`config.mk`:
```
export PLATFORM = sky130hd
export DESIGN_NAME = stor_cmd_seq
export DESIGN_NICKNAME = d
export VERILOG_FILES = /design/src/rtl/stor_seq_pkg.sv /design/src/rtl/stor_req_check.sv /design/src/rtl/stor_chunk_track.sv /design/src/rtl/stor_stall_timer.sv /design/src/rtl/stor_cmd_seq.sv
export SDC_FILE = /design/constraint.sdc
export NUM_CORES = 1
export LEC_CHECK = 0
export ABC_CLOCK_PERIOD_IN_PS = 7180
export BUFFER_PORTS_ARGS = -buffer_cell sky130_fd_sc_hd__buf_4
export CORE_ASPECT_RATIO = 0.6
export CORE_UTILIZATION = 55
export DETAILED_ROUTE_END_ITERATION = 8
export PLACE_DENSITY = 0.81
export SLEW_MARGIN = 40
export SYNTH_ARGS = -nofsm -noshare
export SYNTH_HDL_FRONTEND = slang
export SYNTH_SLANG_ARGS = --single-unit
```
`constraint.sdc`:
```
create_clock -name clk -period 7.18 [get_ports clk]
set_clock_uncertainty 0.1 [all_clocks]
set_input_delay 0.359 -clock clk [delete_from_list [all_inputs] [get_ports clk]]
set_output_delay 0.359 -clock clk [all_outputs]
set_load 0.05 [all_outputs]
```
`src/rtl/stor_seq_pkg.sv`:
```
package stor_seq_pkg;

  typedef enum logic [2:0] {
    OP_IDENT  = 3'b000,
    OP_SHUT   = 3'b001,
    OP_WRITE  = 3'b010,
    OP_READ   = 3'b011,
    OP_CUSTOM = 3'b100,
    OP_RSV5   = 3'b101,
    OP_FLUSH  = 3'b110,
    OP_RSV7   = 3'b111
  } op_e;

  typedef enum logic [2:0] {
    ST_INIT,
    ST_IDLE,
    ST_WAIT,
    ST_RUN,
    ST_DRAIN,
    ST_HALT,
    ST_OFF
  } st_e;

  localparam int ERR_ADM_TMO  = 2;
  localparam int ERR_ADM_STAT = 3;
  localparam int ERR_IO_TMO   = 4;
  localparam int ERR_IO_STAT  = 5;
  localparam int ERR_REJECT   = 9;

  function automatic logic is_admin(input op_e op);
    return (op == OP_IDENT) || (op == OP_SHUT) || (op == OP_CUSTOM);
  endfunction

  function automatic logic is_xfer(input op_e op);
    return (op == OP_WRITE) || (op == OP_READ);
  endfunction

  function automatic logic is_reserved(input op_e op);
    return (op == OP_RSV5) || (op == OP_RSV7);
  endfunction

endpackage

```
`src/rtl/stor_req_check.sv`:
```
module stor_req_check
  import stor_seq_pkg::*;
#(
  parameter int ADDR_W = 48,
  parameter int ALIGN_BITS = 3
) (
  input  op_e               op,
  input  logic [ADDR_W-1:0] addr,
  input  logic [ADDR_W-1:0] len,
  input  logic              id_done,
  input  logic              mode4k,
  input  logic [ADDR_W-1:0] cap,
  output logic              ok
);

  localparam int SUM_W = ADDR_W + 1;

  logic [SUM_W-1:0] end_sect;
  logic             bad_op, bad_order, bad_len, bad_align, bad_cap;

  always_comb begin
    end_sect  = {1'b0, addr} + {1'b0, len};
    bad_op    = is_reserved(op);
    bad_order = !id_done && (op != OP_IDENT);
    bad_len   = is_xfer(op) && (len == '0);
    bad_align = is_xfer(op) && mode4k &&
                ((addr[ALIGN_BITS-1:0] != '0) || (len[ALIGN_BITS-1:0] != '0));
    bad_cap   = is_xfer(op) && (end_sect > {1'b0, cap});
    ok        = !(bad_op || bad_order || bad_len || bad_align || bad_cap);
  end

endmodule

```
`src/rtl/stor_chunk_track.sv`:
```
module stor_chunk_track #(
  parameter int ADDR_W = 48,
  parameter int CHUNK_SECT = 256,
  localparam int CLEN_W = $clog2(CHUNK_SECT) + 1
) (
  input  logic              clk,
  input  logic              rst_n,
  input  logic              load,
  input  logic [ADDR_W-1:0] load_addr,
  input  logic [ADDR_W-1:0] load_len,
  input  logic              advance,
  output logic [ADDR_W-1:0] cur_addr,
  output logic [CLEN_W-1:0] chunk,
  output logic              final_chunk
);

  localparam logic [ADDR_W-1:0] CHUNK_FULL = ADDR_W'(CHUNK_SECT);

  logic [ADDR_W-1:0] remain;

  always_comb begin
    if (remain >= CHUNK_FULL) chunk = CLEN_W'(CHUNK_SECT);
    else                      chunk = remain[CLEN_W-1:0];
    final_chunk = (remain <= CHUNK_FULL);
  end

  always_ff @(posedge clk) begin
    if (!rst_n) begin
      cur_addr <= '0;
      remain   <= '0;
    end else if (load) begin
      cur_addr <= load_addr;
      remain   <= load_len;
    end else if (advance) begin
      cur_addr <= cur_addr + ADDR_W'(chunk);
      remain   <= remain - ADDR_W'(chunk);
    end
  end

endmodule

```
`src/rtl/stor_stall_timer.sv`:
```
module stor_stall_timer #(
  parameter int TMO_W = 32
) (
  input  logic             clk,
  input  logic             rst_n,
  input  logic             clear,
  input  logic             run,
  input  logic [TMO_W-1:0] limit,
  output logic             expired
);

  logic [TMO_W-1:0] cnt;

  always_ff @(posedge clk) begin
    if (!rst_n)                     cnt <= '0;
    else if (clear)                 cnt <= '0;
    else if (run && (cnt != '1))    cnt <= cnt + 1'b1;
  end

  assign expired = run && (limit != '0) && (cnt >= limit);

endmodule

```
`src/rtl/stor_cmd_seq.sv`:
```
module stor_cmd_seq
  import stor_seq_pkg::*;
#(
  parameter int ADDR_W = 48,
  parameter int CHUNK_SECT = 256,
  parameter int TMO_W = 32,
  parameter int CNT_W = 16,
  parameter int STAT_W = 16,
  parameter int ERR_W = 32,
  localparam int CLEN_W = $clog2(CHUNK_SECT) + 1
) (
  input  logic              clk,
  input  logic              rst_n,
  input  logic              init_done,
  input  logic              req,
  input  logic [2:0]        req_op,
  input  logic [ADDR_W-1:0] req_addr,
  input  logic [ADDR_W-1:0] req_len,
  output logic              busy,
  input  logic [TMO_W-1:0]  tmo_limit,
  input  logic [CNT_W-1:0]  wr_avail,
  input  logic [CNT_W-1:0]  rd_free,
  input  logic              rd_drained,
  output logic              sub_start,
  output logic [2:0]        sub_op,
  output logic [ADDR_W-1:0] sub_addr,
  output logic [CLEN_W-1:0] sub_len,
  input  logic              sub_done,
  input  logic [STAT_W-1:0] sub_status,
  input  logic [ADDR_W-1:0] id_cap,
  input  logic              id_lba4k,
  output logic [ADDR_W-1:0] lba_size,
  output logic              lba_mode,
  output logic              err_flag,
  output logic [ERR_W-1:0]  err_type
);

  st_e               st;
  op_e               op_q;
  op_e               op_in;
  logic              id_done;
  logic              req_ok;
  logic              accept, reject, wait_ok, launch;
  logic              good_done, bad_done, tmo_hit;
  logic [ADDR_W-1:0] cur_addr;
  logic [CLEN_W-1:0] chunk;
  logic              final_chunk;
  logic              expired;

  assign op_in = op_e'(req_op);

  stor_req_check #(.ADDR_W(ADDR_W)) u_check (
    .op      (op_in),
    .addr    (req_addr),
    .len     (req_len),
    .id_done (id_done),
    .mode4k  (lba_mode),
    .cap     (lba_size),
    .ok      (req_ok)
  );

  always_comb begin
    accept    = (st == ST_IDLE) && req && req_ok;
    reject    = (st == ST_IDLE) && req && !req_ok;
    wait_ok   = (st == ST_WAIT) &&
                ((op_q == OP_WRITE) ? (wr_avail >= CNT_W'(chunk))
                                    : (rd_free  >= CNT_W'(chunk)));
    launch    = (accept && !is_xfer(op_in)) || wait_ok;
    good_done = (st == ST_RUN) && sub_done && (sub_status == '0);
    bad_done  = (st == ST_RUN) && sub_done && (sub_status != '0);
    tmo_hit   = (st == ST_RUN) && !sub_done && expired;
  end

  stor_chunk_track #(.ADDR_W(ADDR_W), .CHUNK_SECT(CHUNK_SECT)) u_track (
    .clk         (clk),
    .rst_n       (rst_n),
    .load        (accept),
    .load_addr   (req_addr),
    .load_len    (req_len),
    .advance     (good_done && is_xfer(op_q)),
    .cur_addr    (cur_addr),
    .chunk       (chunk),
    .final_chunk (final_chunk)
  );

  stor_stall_timer #(.TMO_W(TMO_W)) u_timer (
    .clk     (clk),
    .rst_n   (rst_n),
    .clear   (launch),
    .run     (st == ST_RUN),
    .limit   (tmo_limit),
    .expired (expired)
  );

  always_ff @(posedge clk) begin
    if (!rst_n) begin
      st        <= ST_INIT;
      op_q      <= OP_IDENT;
      id_done   <= 1'b0;
      lba_size  <= '0;
      lba_mode  <= 1'b0;
      err_type  <= '0;
      sub_start <= 1'b0;
      sub_op    <= '0;
      sub_addr  <= '0;
      sub_len   <= '0;
    end else begin
      sub_start <= launch;
      if (accept && !is_xfer(op_in)) begin
        sub_op   <= req_op;
        sub_addr <= '0;
        sub_len  <= '0;
      end else if (wait_ok) begin
        sub_op   <= op_q;
        sub_addr <= cur_addr;
        sub_len  <= chunk;
      end

      unique case (st)
        ST_INIT:  if (init_done) st <= ST_IDLE;
        ST_IDLE: begin
          if (accept) begin
            op_q <= op_in;
            st   <= is_xfer(op_in) ? ST_WAIT : ST_RUN;
          end else if (reject) begin
            err_type[ERR_REJECT] <= 1'b1;
            st <= ST_HALT;
          end
        end
        ST_WAIT:  if (wait_ok) st <= ST_RUN;
        ST_RUN: begin
          if (bad_done) begin
            if (is_admin(op_q)) err_type[ERR_ADM_STAT] <= 1'b1;
            else                err_type[ERR_IO_STAT]  <= 1'b1;
            st <= ST_HALT;
          end else if (tmo_hit) begin
            if (is_admin(op_q)) err_type[ERR_ADM_TMO] <= 1'b1;
            else                err_type[ERR_IO_TMO]  <= 1'b1;
            st <= ST_HALT;
          end else if (good_done) begin
            if (is_xfer(op_q)) begin
              if (!final_chunk)          st <= ST_WAIT;
              else if (op_q == OP_READ)  st <= ST_DRAIN;
              else                       st <= ST_IDLE;
            end else if (op_q == OP_IDENT) begin
              id_done  <= 1'b1;
              lba_size <= id_cap;
              lba_mode <= id_lba4k;
              st       <= ST_IDLE;
            end else if (op_q == OP_SHUT) begin
              st <= ST_OFF;
            end else begin
              st <= ST_IDLE;
            end
          end
        end
        ST_DRAIN: if (rd_drained) st <= ST_IDLE;
        ST_HALT:  st <= ST_HALT;
        ST_OFF:   st <= ST_OFF;
        default:  st <= ST_HALT;
      endcase
    end
  end

  assign busy     = !((st == ST_IDLE) || (st == ST_HALT) || (st == ST_OFF));
  assign err_flag = |err_type;

endmodule

```
== Word-level counts from Yosys, hierarchy flattened ==
Cells that the tools add are included.

* Logic and storage cells: 135
* Output and inout port bits: 144
* Bits in registers: 250

* $lt $le $gt $ge: 6
* $add $sub $neg: 4
* Reductions and logical operators: 59
* Bitwise operators: 6
* Equal/unequal tests: 20
* Muxes and demuxes: 23

{| class="wikitable"
|+ Operators by type and width
! cell !! number
|-
| two-way mux 48 bit || 4
|-
| adder 48 x 48 -> 49 bit || 1
|-
| > comparator 49 x 48 -> 1 bit || 1
|-
| adder 48 x 9 -> 48 bit || 1
|-
| greater-or-equal comparator 48 x 9 -> 1 bit, second input constant || 1
|-
| less-or-equal comparator 48 x 9 -> 1 bit, second input constant || 1
|-
| logical NOT 48 bit || 1
|-
| subtractor 48 x 9 -> 48 bit || 1
|-
| two-way mux 3 bit || 15
|-
| adder 32 x 1 -> 32 bit, second input constant || 1
|-
| greater-or-equal comparator 16 x 9 -> 1 bit || 2
|-
| greater-or-equal comparator 32 bit || 1
|-
| inequality test 32 bit, second input constant || 1
|-
| nonzero test 32 bit || 1
|-
| logical AND 1 bit || 19
|-
| == test 3 x 2 -> 1 bit, second input constant || 6
|-
| == test 3 bit, second input constant || 6
|-
| case mux 3 bit (6 select lines) || 1
|-
| logical NOT 16 bit || 1
|-
| nonzero test 16 bit || 1
|-
| logical OR 1 bit || 13
|-
| two-way mux 9 bit || 1
|-
| AND reduction 3 bit || 3
|-
| nonzero test 3 bit || 3
|-
| 15 further kinds || 32
|}

== Depth between registers and ports, before layout ==
* Word-level depth: 11
* Mapped depth: 25
* Mapped depth without buffers: 23

== Hierarchy ==
A second synthesis with hierarchy kept.

* Cells, all modules: 2340
* Area total of the unflattened synthesis: 18445.2 um2

{| class="wikitable"
|+ By module, submodules not included
! module !! cells an instance !! sequential area each (um2) !! times used !! area each (um2)
|-
| stor_chunk_track || 808 || 1921.8 || 1 || 6277.3
|-
| stor_cmd_seq || 668 || 2442.3 || 1 || 5683.0
|-
| stor_req_check || 549 || 0.0 || 1 || 3932.5
|-
| stor_stall_timer || 315 || 640.6 || 1 || 2552.4
|}

== Worst setup path before layout ==
Ideal clock, no wire load.

* Path type: input -> register
* Start point: in req_addr[0]
* End point: reg u_track.remain[26]
* Cell stages on the path: 25
* Data required time: 6.952 ns
* Buffers on the path: 2
* Arrival: 5.251 ns
* Library setup time: 0.128 ns
* Slack: 1.701 ns
* Path through: ha_1 -> fa_1 -> a211oi_1 -> nor2_1 -> o21ai_1 -> a21oi_1 -> o2111ai_1 -> a41oi_1 -> a311oi_1 -> o21ai_0 -> mux2i_1 -> xnor2_1 -> ha_1 -> a21oi_1 -> nor2b_1 -> o21ai_0 -> o311ai_0 -> o21bai_1 -> a221o_1 -> nor4_4 -> nor3_1 -> buf_2 -> buf_2 -> a221oi_1 -> nor2_1

* Cells in the longest elaborated chain, start to end: 8
* Elaborated cells on any way between the ends: 12
* Classes of those cells: add/sub (1); order compare (1); mux (1); reduce/logical (9)

{| class="wikitable"
|+ Ends and longest elaborated chain
! item !! RTL line !! source
|-
| from (decl) || stor_cmd_seq.sv:17 || <nowiki>input logic [ADDR_W-1:0] req_addr,</nowiki>
|-
| parallel branches: the longest is 4 deep, another holds adder 48 x 48 -> 49 bit || n/a ||
|-
| logical OR 1 bit (*) || stor_req_check.sv:29 || <nowiki>ok = !(bad_op || bad_order || bad_len || bad_align || bad_cap);</nowiki>
|-
| logical NOT 1 bit (*) || stor_req_check.sv:29 ||
|-
| logical AND 1 bit (*) || stor_cmd_seq.sv:63 || <nowiki>accept = (st == ST_IDLE) && req && req_ok;</nowiki>
|-
| two-way mux 48 bit or nonzero test 2 bit (tied branches) || n/a ||
|-
| to (signal assigned) || stor_chunk_track.sv:33 || <nowiki>remain <= load_len;</nowiki>
|-
| to (signal assigned) || stor_chunk_track.sv:36 || <nowiki>remain <= remain - ADDR_W'(chunk);</nowiki>
|-
| to (decl) || stor_chunk_track.sv:19 || <nowiki>logic [ADDR_W-1:0] remain;</nowiki>
|}

Mark *: on every way between the ends.
A chain may end at the register's enable or synchronous reset.

== Worst setup path after layout ==
* Start point: in req_addr[3]
* End point: reg u_track.remain[4]

* Cells in the longest elaborated chain, start to end: 7
* Elaborated cells on any way between the ends: 8
* Classes of those cells: add/sub (1); order compare (1); mux (1); reduce/logical (5)

{| class="wikitable"
|+ Ends and longest elaborated chain
! item !! RTL line !! source
|-
| adder 48 x 48 -> 49 bit (*) || stor_req_check.sv:22 || <nowiki>end_sect = {1'b0, addr} + {1'b0, len};</nowiki>
|-
| > comparator 49 x 48 -> 1 bit (*) || stor_req_check.sv:28 || <nowiki>bad_cap = is_xfer(op) && (end_sect > {1'b0, cap});</nowiki>
|-
| logical AND 1 bit (*) || stor_req_check.sv:28 ||
|-
| logical OR 1 bit (*) || stor_req_check.sv:29 ||
|-
| logical NOT 1 bit (*) || stor_req_check.sv:29 ||
|-
| logical AND 1 bit (*) || stor_cmd_seq.sv:63 ||
|-
| two-way mux 48 bit or nonzero test 2 bit (tied branches) || n/a ||
|}

Mark *: on every way between the ends. The rest lies on a longest branch, timed or not.

==> results.txt <==
Crit-path slowest cell -> a41oi_1
Final wirelength -> 59.7 mm
Clk sinks -> 250
Most numerous cell on the critical path -> nor2_1
Synth Instances -> 2267
Die height -> 138 µm
Register area share after synthesis -> 0.296
Worst-skew pair later-pin latency -> 0.55 ns
1st-pass router iterations -> 5
Die area -> 31500 µm²
CTS clock-pin slew for the worst setup and hold paths -> 0.06 ns
EDFF count, synth -> 0
DIE WIDTH -> 228 µm
Via count -> 18400
Synth async-reset ratio -> 0
Top-count cell post-synth -> nand2_1
Syn Area/Cell -> 7.46 µm²
Gpl congestion -> 0.970
Internal power -> 2.47 mW
Post-cts resize count -> 0
Final clock period utilization by the worst path -> 0.947
Worst path cell trace -> dlygate4sd3_1 -> buf_4 -> ha_1 -> o21ai_0 -> nor2_1 -> o31a_1 -> o21ai_0 -> nand2_1 -> a31o_2 -> and2_1 -> a41oi_1 -> xnor2_1 -> ha_1 -> and4_1 -> nand2_1 -> or4_4 -> nor2_1 -> a41oi_1 -> a221o_1 -> nor4_4 -> nor3_2 -> buf_4 -> a221oi_1 -> nor2_1
Share of layout cells above drive strength 1 -> 0.169
RSZ-0062 raised after global routing -> no
Final net count -> 3014
Antenna violations before repair -> 3
Starting Density -> 0.561
Max-slew violations -> 0
Cell taking the most area after synthesis -> dfxtp_1
CTS root buf -> clkbuf_16
Sequential Power Share -> 0.393
Vias per cell -> 6.06
Total CTS buffers -> 25
First-pass GRT wire length -> 90.8 mm
IO Pins -> 378
Critical path buffers and inverters -> 3
Setup violators final -> 0
Switching Fraction -> 0.315
Post-synth top area share -> 0.296
Switch Pwr -> 1.13 mW
Critical path launch point type -> input pin
Worst vdd ir -> 0.000154 V
# rows -> 49
All-Layer GR Usage -> 0.361
Gr ovfl total -> 0
Longest Clk Path Bufs -> 3
Core area -> 30100 µm²
Unique masters post-synth -> 76
Most frequent cells after synthesis -> 353 x nand2_1, 266 x a21oi_1, 250 x dfxtp_1
Fmax -> 147 MHz
Final hold vios -> 0
Post-Syn Area -> 16900 µm²
Layout area overhead -> 25.1%
Top_reg_cell synth -> dfxtp_1
Setup Slack @ Placement -> 0.444 ns
Pleak -> 8.88 nW
Overall power -> 3.60 mW
Ys Warns -> 0
Worst Path Required -> 7.48 ns
Detail Route Antenna Nets -> 0
WL/cell -> 19.6 µm
DRC viols -> 0
Rel. slew slack -> 0.406
Fin Setup TNS -> 0 ns
CP delay by family, top -> compound AO/OA/AOI/OAI gates
CTS tree -> yes
PortBufs -> 350
Crit-path max FO -> 49
Crit Path Category -> input pin to register
Synth Register Bits -> 250
Worst Setup End Kind -> register
Htree depth -> 1
Top post-synthesis cells by area -> dfxtp_1 30%, ha_1 12%, a21oi_1 7.9%
Worst hold path type -> input pin to register
Worst Max-Slew Pin Slew -> 0.891 ns
CP arrival -> 7.10 ns
Dpl hpwl -> 45.3 mm
Status -> complete, no violations
Number of DRC markers in iteration 0 -> 1970
N_diodes -> 0
Max incr delay on CP -> 0.55 ns
Largest net degree at the start of global routing -> 86
Vias in the first global route -> 16800
Tmin final -> 6.80 ns
Max Cap Viol -> 0
Fillers -> 2447
Cell area power density -> 170 nW/µm²
Combinational share of power -> 0.246
Clock power share -> 0.361
Worst setup margin -> 0.384 ns
Worst reg-to-reg setup slack -> 1.48 ns
## placed cells by master (no fill, tap or decap), types with 16 or more instances in the layout
master         Yosys  routed
nand2b_1          17      16
and3_1            20      20
nand4_1           56      56
nor2b_1           25      25
nand2_1          353     353
nand3_1           70      70
a211oi_1          24      23
ha_1             157     157
a21o_1            60      60
nor4_1            40      40
dfxtp_1          250     250
buf_4             30     365
nor3_1            45      42
dlygate4sd3_1      0      62
a21oi_1          266     266
o21ai_0           86      86
nor2_1           183     182
xnor2_1           52      52
xor2_1            37      37
and2_1            18      18
inv_1            121     120
a31oi_1           38      38
conb_1             2      28
clkbuf_16          0      25
o21a_1            22      22
## registers in the layout, summed over array words and instances, names as in the netlist
name              cells
u_track.cur_addr     48
sub_len               9
lba_mode              1
sub_start             1
err_type              5
u_timer.cnt          32
sub_addr             48
op_q                  3
lba_size             48
st                    3
sub_op                3
u_track.remain       48
id_done               1
## path summary, 6_finish.rpt
| path | from | endpoint | cells past startpoint |
|---|---|---|---|
| hold reg to reg | sub_addr[17] | sub_addr[17] | 2 |
| setup reg to reg | u_track.remain[16] | u_timer.cnt[7] | 19 |
| setup / recovery | req_addr[3] | u_track.remain[4] | 24 |
| hold / removal | req_addr[2] | u_track.cur_addr[2] | 3 |
## per-layer routing
| metal | vias to the layer above | global-route usage | part of all wire |
|---|---|---|---|
| met3 | 141 | 0.0755 | 0.10 |
| met1 | 8615 | 0.503 | 0.44 |
| li1 | 8721 | - | - |
| met2 | 966 | 0.557 | 0.43 |
| met5 | - | 0 | 0.00035 |
| met4 | 4 | 0.119 | 0.032 |
## power by group through the flow
| stage | Clock (mW) | Combinational (mW) | Sequential (mW) |
|---|---|---|---|
| 3_5_place_dp | 0 | 0.828 | 1.44 |
| 5_1_grt | 1.36 | 0.965 | 1.42 |
| 3_3_place_gp | 0 | 0.810 | 1.44 |
| 6_report | 1.30 | 0.887 | 1.41 |
| 4_1_cts | 1.30 | 0.862 | 1.41 |
| 2_1_floorplan | 0 | 0.539 | 1.44 |
## through the flow
stage / hold WS (ns) / instance area, µm² / std cells / util
floorplan: 0.341 / 17000 / 2293 / -
global placement: 0.346 / 19700 / 2940 / 0.656
detailed placement: 0.348 / 19700 / 2940 / 0.656
CTS: 0.000389 / 21100 / 3045 / 0.702
global route: 0.00653 / 21100 / 3045 / 0.702
finish: 0.00588 / 21100 / 3045 / 0.702
## worst min-delay path, cell delays in order
cell and delay (ns):
buf_4 0.11, a221oi_1 0.07, nor2_1 0.08
## what timing repair did
item                                   in CTS  in global routing
hold buffers                               62                  0
endpoints found under the hold margin      62                  0
setup endpoints to repair                   0                  0
buffers inserted                            0                  0
## cell type report
class / instances / area [µm²] / share of cell area
Multi-Input combinational cell: 1791 / 11000 / 0.518
Sequential cell: 250 / 5000 / 0.237
Timing Repair Buffer: 431 / 3430 / 0.162
Clock buffer: 30 / 674 / 0.0319
Tap cell: 408 / 510 / 0.0241
Inverter: 122 / 460 / 0.0218
Clock inverter: 13 / 103 / 0.00485
## kinds of logic (layout without fill, tap and decap cells)
family	Yosys count	after routing	synth area share
AOI/OAI and AO/OA	613	613	0.221
xor gates and xnor gates	89	89	0.0461
adders and majority gates	159	159	0.119
buffers and inverters	252	596	0.0635
DFF	250	250	0.296
muxes	8	8	0.00481
other	2	28	0.000444
and+or+nand+nor	894	894	0.249
(Power assumes the default switching activity.)
